## config.mk

```make
export PLATFORM = sky130hd
export DESIGN_NAME = usb_ls_rx
export DESIGN_NICKNAME = d
export VERILOG_FILES = /design/src/rtl/usb_ls_rx_pkg.sv /design/src/rtl/usb_rx_linesync.sv /design/src/rtl/usb_rx_phase.sv /design/src/rtl/usb_rx_deser.sv /design/src/rtl/usb_ls_rx.sv
export SDC_FILE = /design/constraint.sdc
export NUM_CORES = 1
export LEC_CHECK = 0
export ABC_AREA = 1
export BUFFER_PORTS_ARGS = -buffer_cell sky130_fd_sc_hd__clkbuf_2
export CORE_MARGIN = 10
export CORE_UTILIZATION = 55
export CTS_BUF_LIST = sky130_fd_sc_hd__clkbuf_8
export DETAILED_ROUTE_END_ITERATION = 16
export PLACE_DENSITY_LB_ADDON = 0.05
export SYNTH_ARGS = -nofsm -noshare
export SYNTH_HDL_FRONTEND = slang
export SYNTH_HIERARCHICAL = 1
export SYNTH_SLANG_ARGS = --single-unit
```

## constraint.sdc

```tcl
create_clock -name clk -period 1.6 [get_ports clk]
set_input_delay 0.32 -clock clk [delete_from_list [all_inputs] [get_ports clk]]
set_output_delay 0.32 -clock clk [all_outputs]
set_load 0.02 [all_outputs]
```

## src/rtl/usb_ls_rx_pkg.sv

```systemverilog
package usb_ls_rx_pkg;

  typedef enum logic [1:0] {
    ST_IDLE,
    ST_HUNT,
    ST_CHECK,
    ST_RECV
  } rx_state_e;

  typedef struct packed {
    logic dp;
    logic dm;
  } line_t;

  function automatic logic line_is_k(line_t l);
    return l.dp & ~l.dm;
  endfunction

  function automatic logic line_is_se0(line_t l);
    return ~l.dp & ~l.dm;
  endfunction

endpackage

```

## src/rtl/usb_rx_linesync.sv

```systemverilog
module usb_rx_linesync
  import usb_ls_rx_pkg::*;
#(
  parameter int STAGES = 2
) (
  input  logic  clk,
  input  logic  rst_n,
  input  logic  dp_i,
  input  logic  dm_i,
  output line_t line_o
);

  logic [STAGES-1:0] dp_sr, dp_sr_n;
  logic [STAGES-1:0] dm_sr, dm_sr_n;

  generate
    if (STAGES == 1) begin : g_one
      always_comb begin
        dp_sr_n = dp_i;
        dm_sr_n = dm_i;
      end
    end else begin : g_many
      always_comb begin
        dp_sr_n = {dp_sr[STAGES-2:0], dp_i};
        dm_sr_n = {dm_sr[STAGES-2:0], dm_i};
      end
    end
  endgenerate

  // reset to the idle J state
  always_ff @(posedge clk or negedge rst_n) begin
    if (!rst_n) begin
      dp_sr <= '0;
      dm_sr <= '1;
    end else begin
      dp_sr <= dp_sr_n;
      dm_sr <= dm_sr_n;
    end
  end

  assign line_o.dp = dp_sr[STAGES-1];
  assign line_o.dm = dm_sr[STAGES-1];

endmodule

```

## src/rtl/usb_rx_phase.sv

```systemverilog
module usb_rx_phase #(
  parameter int CLKS_PER_BIT = 11
) (
  input  logic clk,
  input  logic rst_n,
  input  logic dm_s,
  output logic strobe,
  output logic edge_o
);

  localparam int PW = (CLKS_PER_BIT > 2) ? $clog2(CLKS_PER_BIT) : 1;
  localparam logic [PW-1:0] CENTER = PW'((CLKS_PER_BIT - 1) / 2);
  localparam logic [PW-1:0] LAST   = PW'(CLKS_PER_BIT - 1);

  logic [PW-1:0] ph, ph_n;
  logic          dm_prev;

  assign edge_o = dm_s ^ dm_prev;
  assign strobe = (ph == CENTER);

  // every transition re-aligns the bit counter, so drift can only build
  // up over the at most seven bits between guaranteed edges
  always_comb begin
    if (edge_o)          ph_n = '0;
    else if (ph == LAST) ph_n = '0;
    else                 ph_n = ph + PW'(1);
  end

  always_ff @(posedge clk or negedge rst_n) begin
    if (!rst_n) begin
      ph      <= '0;
      dm_prev <= 1'b1;
    end else begin
      ph      <= ph_n;
      dm_prev <= dm_s;
    end
  end

  assert_strobe_gap_R10 : assert property (@(posedge clk) disable iff (!rst_n)
    strobe |=> !strobe);

endmodule

```

## src/rtl/usb_rx_deser.sv

```systemverilog
module usb_rx_deser #(
  parameter int DATA_W    = 8,
  parameter int STUFF_RUN = 6
) (
  input  logic              clk,
  input  logic              rst_n,
  input  logic              clr,
  input  logic              take,
  input  logic              dm_bit,
  output logic              byte_vld,
  output logic [DATA_W-1:0] byte_q
);

  localparam int SW = $clog2(STUFF_RUN + 1);
  localparam int BW = (DATA_W > 1) ? $clog2(DATA_W) : 1;
  localparam logic [BW-1:0] BIT_LAST = BW'(DATA_W - 1);
  localparam logic [SW-1:0] RUN_MAX  = SW'(STUFF_RUN);

  logic              last_dm, last_dm_n;
  logic [SW-1:0]     run, run_n;
  logic [BW-1:0]     bidx, bidx_n;
  logic [DATA_W-1:0] sh, sh_n;
  logic              vld_n;
  logic [DATA_W-1:0] q_n;
  logic              bit_v;

  always_comb begin
    last_dm_n = last_dm;
    run_n     = run;
    bidx_n    = bidx;
    sh_n      = sh;
    vld_n     = 1'b0;
    q_n       = byte_q;
    bit_v     = (dm_bit == last_dm);
    if (clr) begin
      last_dm_n = 1'b0;          // final SYNC bit is K (dm low)
      run_n     = SW'(1);        // final K K of SYNC is a 1 bit
      bidx_n    = '0;
      sh_n      = '0;
    end else if (take) begin
      last_dm_n = dm_bit;
      if (run == RUN_MAX) begin
        run_n = '0;              // stuffed bit, discarded
      end else begin
        sh_n   = {bit_v, sh[DATA_W-1:1]};
        run_n  = bit_v ? run + SW'(1) : '0;
        bidx_n = (bidx == BIT_LAST) ? '0 : bidx + BW'(1);
        if (bidx == BIT_LAST) begin
          vld_n = 1'b1;
          q_n   = sh_n;
        end
      end
    end
  end

  always_ff @(posedge clk or negedge rst_n) begin
    if (!rst_n) begin
      last_dm  <= 1'b1;
      run      <= '0;
      bidx     <= '0;
      sh       <= '0;
      byte_vld <= 1'b0;
      byte_q   <= '0;
    end else begin
      last_dm  <= last_dm_n;
      run      <= run_n;
      bidx     <= bidx_n;
      sh       <= sh_n;
      byte_vld <= vld_n;
      byte_q   <= q_n;
    end
  end

  assert_run_bound_R6 : assert property (@(posedge clk) disable iff (!rst_n)
    run <= RUN_MAX);
  assert_byte_pulse_R7 : assert property (@(posedge clk) disable iff (!rst_n)
    byte_vld |=> !byte_vld);

endmodule

```

## src/rtl/usb_ls_rx.sv

```systemverilog
module usb_ls_rx
  import usb_ls_rx_pkg::*;
#(
  parameter int CLKS_PER_BIT  = 11,
  parameter int BUF_BYTES     = 12,
  parameter int SYNC_TMO_CLKS = 256,
  parameter int SYNC_STAGES   = 2,
  parameter int STUFF_RUN     = 6,
  localparam int AW = (BUF_BYTES > 1) ? $clog2(BUF_BYTES) : 1,
  localparam int CW = $clog2(BUF_BYTES + 1)
) (
  input  logic          clk,
  input  logic          rst_n,
  input  logic          arm,
  input  logic          dp,
  input  logic          dm,
  output logic          wr_en,
  output logic [AW-1:0] wr_addr,
  output logic [7:0]    wr_data,
  output logic          eop,
  output logic          overflow,
  output logic          sync_err,
  output logic [CW-1:0] byte_count
);

  localparam int TW = $clog2(SYNC_TMO_CLKS + 1);
  localparam logic [TW-1:0] TMO_LAST = TW'(SYNC_TMO_CLKS - 1);
  localparam logic [CW-1:0] CNT_FULL = CW'(BUF_BYTES);

  // reset: asserted asynchronously, released on a clock edge
  logic rst_meta, rst_core_n;
  always_ff @(posedge clk or negedge rst_n) begin
    if (!rst_n) begin
      rst_meta   <= 1'b0;
      rst_core_n <= 1'b0;
    end else begin
      rst_meta   <= 1'b1;
      rst_core_n <= rst_meta;
    end
  end

  line_t line_s;
  logic  strobe, edge_s;
  logic  des_clr, des_take, byte_vld;
  logic [7:0] byte_q;

  usb_rx_linesync #(.STAGES(SYNC_STAGES)) u_sync (
    .clk(clk), .rst_n(rst_core_n), .dp_i(dp), .dm_i(dm), .line_o(line_s)
  );

  usb_rx_phase #(.CLKS_PER_BIT(CLKS_PER_BIT)) u_phase (
    .clk(clk), .rst_n(rst_core_n), .dm_s(line_s.dm),
    .strobe(strobe), .edge_o(edge_s)
  );

  usb_rx_deser #(.DATA_W(8), .STUFF_RUN(STUFF_RUN)) u_deser (
    .clk(clk), .rst_n(rst_core_n), .clr(des_clr), .take(des_take),
    .dm_bit(line_s.dm), .byte_vld(byte_vld), .byte_q(byte_q)
  );

  rx_state_e     state, state_n;
  logic [TW-1:0] tmo, tmo_n;
  logic          chk2, chk2_n;
  logic [CW-1:0] cnt, cnt_n;
  logic          eop_n, ovf_n, serr_n;
  logic          is_k, is_se0, full;

  assign is_k   = line_is_k(line_s);
  assign is_se0 = line_is_se0(line_s);
  assign full   = (cnt == CNT_FULL);

  assign des_take = (state == ST_RECV) && strobe && !is_se0;
  assign wr_en    = (state == ST_RECV) && byte_vld && !full;
  assign wr_data  = byte_q;
  assign wr_addr  = cnt[AW-1:0];
  assign byte_count = cnt;

  always_comb begin
    state_n = state;
    tmo_n   = tmo;
    chk2_n  = chk2;
    cnt_n   = cnt;
    eop_n   = 1'b0;
    ovf_n   = 1'b0;
    serr_n  = 1'b0;
    des_clr = 1'b0;
    unique case (state)
      ST_IDLE: begin
        if (arm) begin
          state_n = ST_HUNT;
          tmo_n   = '0;
          cnt_n   = '0;
          chk2_n  = 1'b0;
        end
      end
      ST_HUNT, ST_CHECK: begin
        tmo_n = tmo + TW'(1);
        if (tmo == TMO_LAST) begin
          serr_n  = 1'b1;
          state_n = ST_IDLE;
        end else if (state == ST_HUNT) begin
          if (edge_s && is_k) begin
            state_n = ST_CHECK;
            chk2_n  = 1'b0;
          end
        end else if (strobe) begin
          if (!is_k) begin
            state_n = ST_HUNT;
          end else if (chk2) begin
            state_n = ST_RECV;
            des_clr = 1'b1;
          end else begin
            chk2_n = 1'b1;
          end
        end
      end
      ST_RECV: begin
        if (strobe && is_se0) begin
          eop_n   = 1'b1;
          state_n = ST_IDLE;
        end else if (byte_vld) begin
          if (full) begin
            ovf_n   = 1'b1;
            state_n = ST_IDLE;
          end else begin
            cnt_n = cnt + CW'(1);
          end
        end
      end
      default: state_n = ST_IDLE;
    endcase
  end

  always_ff @(posedge clk or negedge rst_core_n) begin
    if (!rst_core_n) begin
      state    <= ST_IDLE;
      tmo      <= '0;
      chk2     <= 1'b0;
      cnt      <= '0;
      eop      <= 1'b0;
      overflow <= 1'b0;
      sync_err <= 1'b0;
    end else begin
      state    <= state_n;
      tmo      <= tmo_n;
      chk2     <= chk2_n;
      cnt      <= cnt_n;
      eop      <= eop_n;
      overflow <= ovf_n;
      sync_err <= serr_n;
    end
  end

  assert_wr_addr_range_R7 : assert property (@(posedge clk) disable iff (!rst_core_n)
    wr_en |-> (wr_addr < AW'(BUF_BYTES)));
  assert_wr_single_R7 : assert property (@(posedge clk) disable iff (!rst_core_n)
    wr_en |=> !wr_en);
  assert_flags_exclusive_R8 : assert property (@(posedge clk) disable iff (!rst_core_n)
    $onehot0({eop, overflow, sync_err}));
  assert_eop_after_se0_R8 : assert property (@(posedge clk) disable iff (!rst_core_n)
    $rose(eop) |-> $past(is_se0));
  assert_count_bound_R9 : assert property (@(posedge clk) disable iff (!rst_core_n)
    byte_count <= CNT_FULL);
  assert_serr_from_hunt_R4 : assert property (@(posedge clk) disable iff (!rst_core_n)
    $rose(sync_err) |-> ($past(state) == ST_HUNT || $past(state) == ST_CHECK));

endmodule

```

# ---- Word level (Yosys, flattened, before mapping)
# Cells that the tools add are included.
dict set report word_totals {
  wordCells 132
  register_bits 54
}
dict set report classes {
  eq_ne 24
  add_sub_neg 5
  reduce_logical 19
  bitwise 7
  n_mux 58
}
# operator count
set op_table {}
lappend op_table {{two-way mux 1 bit} 26}
lappend op_table {{two-way mux 3 bit} 8}
lappend op_table {{two-way mux 4 bit} 6}
lappend op_table {{two-way mux 8 bit} 3}
lappend op_table {{two-way mux 2 bit} 10}
lappend op_table {{one-hot mux 9 bit (2 select lines)} 1}
lappend op_table {{AND reduction 6 bit} 2}
lappend op_table {{inequality test 2 bit (second input constant)} 5}
lappend op_table {{adder 9 x 1 -> 9 bit (second input constant)} 1}
lappend op_table {{equality test 9 x 8 -> 1 bit (second input constant)} 1}
lappend op_table {{two-way mux 9 bit} 1}
lappend op_table {{inequality test 3 bit (second input constant)} 3}
lappend op_table {{adder 4 x 1 -> 4 bit (second input constant)} 2}
lappend op_table {{equality test 4 bit (second input constant)} 2}
lappend op_table {{inequality test 4 bit (second input constant)} 2}
lappend op_table {{one-hot mux 4 bit (2 select lines)} 1}
lappend op_table {{adder 3 x 1 -> 3 bit (second input constant)} 2}
lappend op_table {{equality test 3 bit (second input constant)} 2}
lappend op_table {{logical AND 1 bit} 6}
lappend op_table {{one-hot mux 2 bit (3 select lines)} 1}
lappend op_table {{nonzero test 2 bit} 3}
lappend op_table {{inequality test 5 bit (second input constant)} 1}
lappend op_table {{AND reduction 5 bit} 1}
lappend op_table {{equality test 2 bit (second input constant)} 2}
lappend op_table {{other kinds (15)} 21}

# ---- Logic depth before layout (Yosys ltp)
dict set report depth {
  ltp_word 9
  mapped_depth 12
  ltp_nobuf 12
}

# ---- By module
# Netlist, hierarchy kept.
# mod area_per_inst_um2 instances seq_area_each_um2 cells_per_inst
set by_module_without_submodules {}
lappend by_module_without_submodules {usb_ls_rx 1296.2 1 525.5 166}
lappend by_module_without_submodules {usb_rx_deser 997.2 1 576.8 106}
lappend by_module_without_submodules {usb_rx_phase 234.0 1 126.4 32}
lappend by_module_without_submodules {usb_rx_linesync 117.6 1 102.6 6}

# ---- Worst setup path before layout
# OpenSTA, ideal clock, no wires.
dict set report synth_timing {
  kind {register to register}
  start {reg u_phase.ph[1]}
  end {reg u_deser.byte_q[0]}
  stages_incl_launch_ff 8
  required_time_ns 1.480
  slack_ns -0.370
  synth_period_minus_slack_ns 1.970
  arrival_time_ns 1.850
  path_cell_list {dfrtp_1 > nor4_1 > inv_1 > nor3_1 > nand3_4 > buf_6 > o21ai_1 > nand2_1}
}
# element line_no
set synth_lines {}
lappend synth_lines {{start, declared} usb_rx_phase.sv:15} ;# logic [PW-1:0] ph, ph_n;
lappend synth_lines {{start signal, assigned} usb_rx_phase.sv:34} ;# ph <= ph_n;
lappend synth_lines {{equality test 4 x 3 -> 1 bit} usb_rx_phase.sv:19} ;# assign strobe = (ph == CENTER);
lappend synth_lines {{via strobe} usb_ls_rx.sv:43} ;# logic strobe, edge_s;
lappend synth_lines {{logical AND 1 bit (2 in series)} usb_ls_rx.sv:72} ;# assign des_take = (state == ST_RECV) && strobe && !is_se0;
lappend synth_lines {{via des_take} usb_ls_rx.sv:44} ;# logic des_clr, des_take, byte_vld;
lappend synth_lines {{AND reduction 4 bit (no source line)} -}
lappend synth_lines {{end signal, assigned} usb_rx_deser.sv:70} ;# byte_q <= q_n;
lappend synth_lines {{end, declared} usb_rx_deser.sv:11} ;# output logic [DATA_W-1:0] byte_q
# The timed path passes the listed nets, and every way through them passes these cells.
# A chain may end at the register's enable or synchronous reset.

# ---- Worst setup path in the final report
dict set report layout_timing {
  start {reg tmo[0]}
  end {reg u_deser.byte_q[1]}
}
dict set report layout_between {
  elab_chain_cells 5
}
# element line_no
set layout_rtl {}
lappend layout_rtl {{start, declared} usb_ls_rx.sv:62} ;# logic [TW-1:0] tmo, tmo_n;
lappend layout_rtl {{start signal, assigned} usb_ls_rx.sv:145} ;# tmo <= tmo_n;
lappend layout_rtl {{equality test 9 x 8 -> 1 bit} usb_ls_rx.sv:98} ;# if (tmo == TMO_LAST) begin
lappend layout_rtl {{two-way mux 1 bit} usb_ls_rx.sv:98}
lappend layout_rtl {{two-way mux 1 bit} usb_ls_rx.sv:87} ;# unique case (state)
lappend layout_rtl {{via des_clr} usb_ls_rx.sv:44}
lappend layout_rtl {{NOT 1 bit (no source line)} -}
lappend layout_rtl {{AND reduction 4 bit (no source line)} -}
# The timed path passes the listed nets, and every way through them passes these cells.

==> out/results.tsv <==
stage	metric	value	unit
detailed_routing	drt_pass1_iterations	4	
synthesis	yosys.area.top_type	dfrtp_1	
global_routing	overflow	0	
critical_path	critical_path.max_fanout	7	
sta	clock_skew	0.0117	ns
sta	min_period	1.90	ns
floorplanning	num_rows	25	
final_layout	area_growth	36.2	%
power	peakVddDrop	0.572	mV
detailed_routing	drtIter0Drc	78	
synthesis	synth-simple-area-share	25.3	%
synthesis	yosysMostFrequentCell	nand2_1	
final_layout	antenna_cells	0	
sta	setup_tns	-7.12	ns
critical_path	critPathKind	register to register	
synthesis	synth_xor_area_share	0.662	%
critical_path	start_kind	register	
power	total_leakage_power	1.92	nW
clock_tree	h-tree-depth	2	
critical_path	worstPathRequired	1.85	ns
synthesis	synth_common_cells	76 x nand2_1, 49 x dfrtp_1, 44 x inv_1	
clock_tree	cts_inserted_buffers	5	
status	status	finished, violations left	
critical_path	endpoint_kind	register	
floorplanning	core_area	4690	µm²
clock_tree	clockRootBuffer	clkbuf_8	
critical_path	worst_ep_arrival_time	2.15	ns
sta	hold_violations	0	
detailed_routing	drc	0	
synthesis	syn_nets	328	
floorplanning	die-area	7980	µm²
critical_path	worst_r2r_endpoint	u_deser/byte_q[1]$_DFFE_PN0P_	
synthesis	synth-seq-cells	53	
final_layout	final_cell_area	3600	µm²
synthesis	synth-compound-area-share	7.81	%
synthesis	yosys.area_share.adder	6.15	%
synthesis	yosysWarningCount	6	
placed_design	numPlacedInstances	420	
global_routing	grt_max_degree	20	
placed_design	gp_congestion	0.876	
synthesis	synth_top_family_by_area	simple AND/OR/NAND/NOR gates	
synthesis	yosysTopAreaCellShare	46.4	%
detailed_routing	route.vias.total	2233	
power	power.density	1250	nW/µm²
sta	fin_crit_sh	119	%
sta	whs	0.0991	ns
final_layout	stdcell_count	442	
global_routing	antenna_found_initial	0	
synthesis	synth_edf_count	0	
synthesis	synthMuxAreaShare	0	%
synthesis	synthTopCellsByArea	dfrtp_1 46%, nand2_1 11%, inv_1 6.2%, ha_1 6.1%, nand3_1 4.5%	
critical_path	critPathSlowestCell	dfrtp_1	
clock_tree	cts_sinks	53	
sta	maxSlewViolCount	0	
clock_tree	clk_pin_slew	0.09	ns
sta	rsz0062_at_grt	true	
min_path	min_to	u_sync/dm_sr[0]$_DFF_PN1_	
critical_path	critical-path-max-stage-delay	0.36	ns
sta	setup_viol	38	
synthesis	synth.avg_cell_area	8.53	µm²
global_routing	grt_pass1_wl	9380	µm
critical_path	r2r_start	tmo[0]$_DFFE_PN0P_	
global_routing	grt_pass1_vias	2134	
detailed_routing	via_per_inst	5.05	
final_layout	utilization	76.8	%
critical_path	crit_buf_inv	3	
floorplanning	die_h	89.4	µm
floorplanning	start_util	56.4	%
synthesis	synth-seq-area-share	50.3	%
status	failed_checks	negative setup slack	
critical_path	cp_cell_sequence	ha_2, nand3_2, nor4_4, ha_2, inv_2, nand3_4, nor3_4, inv_2, nand3_4, nor2_4, buf_4, nand2_1, nand2_1	
synthesis	yosysUniqueCellTypes	30	
synthesis	syn_inst	310	
floorplanning	ios	25	
sta	worst_slack	-0.302	ns
sta	fmax	0.526	GHz
global_routing	grt.total_usage	14.8	%
placed_design	place_area	3120	µm²
placed_design	dp_hpwl	3990	µm
min_path	min-delay-start	dm	
floorplanning	dieWidth	89.4	µm
detailed_routing	drtAntennaViolNets	0	
clock_tree	cts_tree	yes	
synthesis	synth_top_flop_cell	dfrtp_1	
final_layout	fin_nets	405	
job	maxCapViolCount	0	
detailed_routing	wire_per_inst	13.3	µm
synthesis	syn_area	2650	µm²
final_layout	drive_gt1_share	39.2	%
clock_tree	cts_buffer_depth	2	
power	total_power	4.49	mW
min_path	hp-class	input pin to register	
critical_path	reg2reg_slack	-0.30	ns
critical_path	cpLargestDelayFamily	simple AND/OR/NAND/NOR gates	
placed_design	pre_cts_slack	-0.323	ns
synthesis	postSynth.asyncResetShare	100	%
critical_path	reg2reg_depth	13	
placed_design	placement.io_buffers	24	
min_path	min_path_cells	1	
clock_tree	clk_latency	0.30	ns
detailed_routing	wirelength	5880	µm
power by group:
| part | internal [mW] | switching [mW] | total [mW] | leakage, nW |
|---|---|---|---|---|
| Combinational | 0.993 | 1.18 | 2.18 | 1.20 |
| Sequential | 1.47 | 0.0933 | 1.56 | 0.672 |
| Clock | 0.341 | 0.414 | 0.755 | 0.0538 |
| Total | 2.80 | 1.69 | 4.49 | 1.92 |
what timing repair did:
item / 4_1_cts / 5_1_grt
buffers inserted: 7 / 6
resized for setup: 26 / 51
pin swaps: 5 / 15
gates cloned: 1 / 0
endpoints found under the setup margin: 37 / 39
endpoints found under the hold margin: 2 / 0
hold buffers: 1 / 0
cells by family after synthesis:
| group | after synthesis |
|---|---|
| other | 1 |
| buffers and inverters | 57 |
| flip-flops | 53 |
| AND/OR/NAND/NOR | 145 |
| AO/OA/AOI/OAI | 39 |
| adder cells (fa/ha/maj) | 13 |
| XOR/XNOR | 2 |
state kept, by name, indices dropped and copies added, names as in the netlist, 3 cells and up:
| name | cells |
|---|---|
| tmo | 9 |
| u_deser/byte_q | 8 |
| u_deser/sh | 7 |
| byte_count | 4 |
| u_phase/ph | 4 |
| u_deser/bidx | 3 |
| u_deser/run | 3 |
worst max path at each step:
stage	slack, ns	end	depth (start not counted)	startpoint
6_report	-0.30	u_deser/byte_q[1]$_DFFE_PN0P_	13	tmo[0]$_DFFE_PN0P_
5_1_grt	-0.43	u_deser/byte_q[2]$_DFFE_PN0P_	11	tmo[0]$_DFFE_PN0P_
4_1_cts	-0.31	u_deser/byte_q[1]$_DFFE_PN0P_	13	tmo[0]$_DFFE_PN0P_
3_5_place_dp	-0.32	u_deser/run[1]$_DFFE_PN0P_	12	tmo[0]$_DFFE_PN0P_
3_3_place_gp	-0.29	u_deser/run[1]$_DFFE_PN0P_	12	tmo[0]$_DFFE_PN0P_
2_1_floorplan	-0.24	u_deser/byte_q[0]$_DFFE_PN0P_	12	tmo[0]$_DFFE_PN0P_
cell usage in the layout (no fill, tap or decap), drive strengths merged, types with 6 or more instances in the layout:
cell,instances
a21oi,7
nor2,26
o22ai,6
o21ai,26
buf,53
nand2,81
clkbuf,29
inv,50
nand3,27
dfrtp,49
ha,13
final cells by class:
| class | instances | area, µm² |
|---|---|---|
| Tap cell | 54 | 67.6 |
| Multi-Input combinational cell | 201 | 1320 |
| Clock inverter | 2 | 7.51 |
| Clock buffer | 6 | 82.6 |
| Fill cell | 331 | 1090 |
| Sequential cell | 53 | 1330 |
| Inverter | 49 | 209 |
| Timing Repair Buffer | 77 | 581 |
routing by layer:
layer / up-vias / part of all wire, % / global-route usage [%] / routed length, µm
met4: 0 / 1.8 / 5.49 / 103
met1: 1067 / 46 / 18.2 / 2680
met2: 25 / 50 / 24.9 / 2920
met5: - / 0 / 0 / 0
met3: 9 / 3.0 / 3.01 / 175
li1: 1132 / - / - / -
No activity file was read; power rests on OpenSTA's default activity.
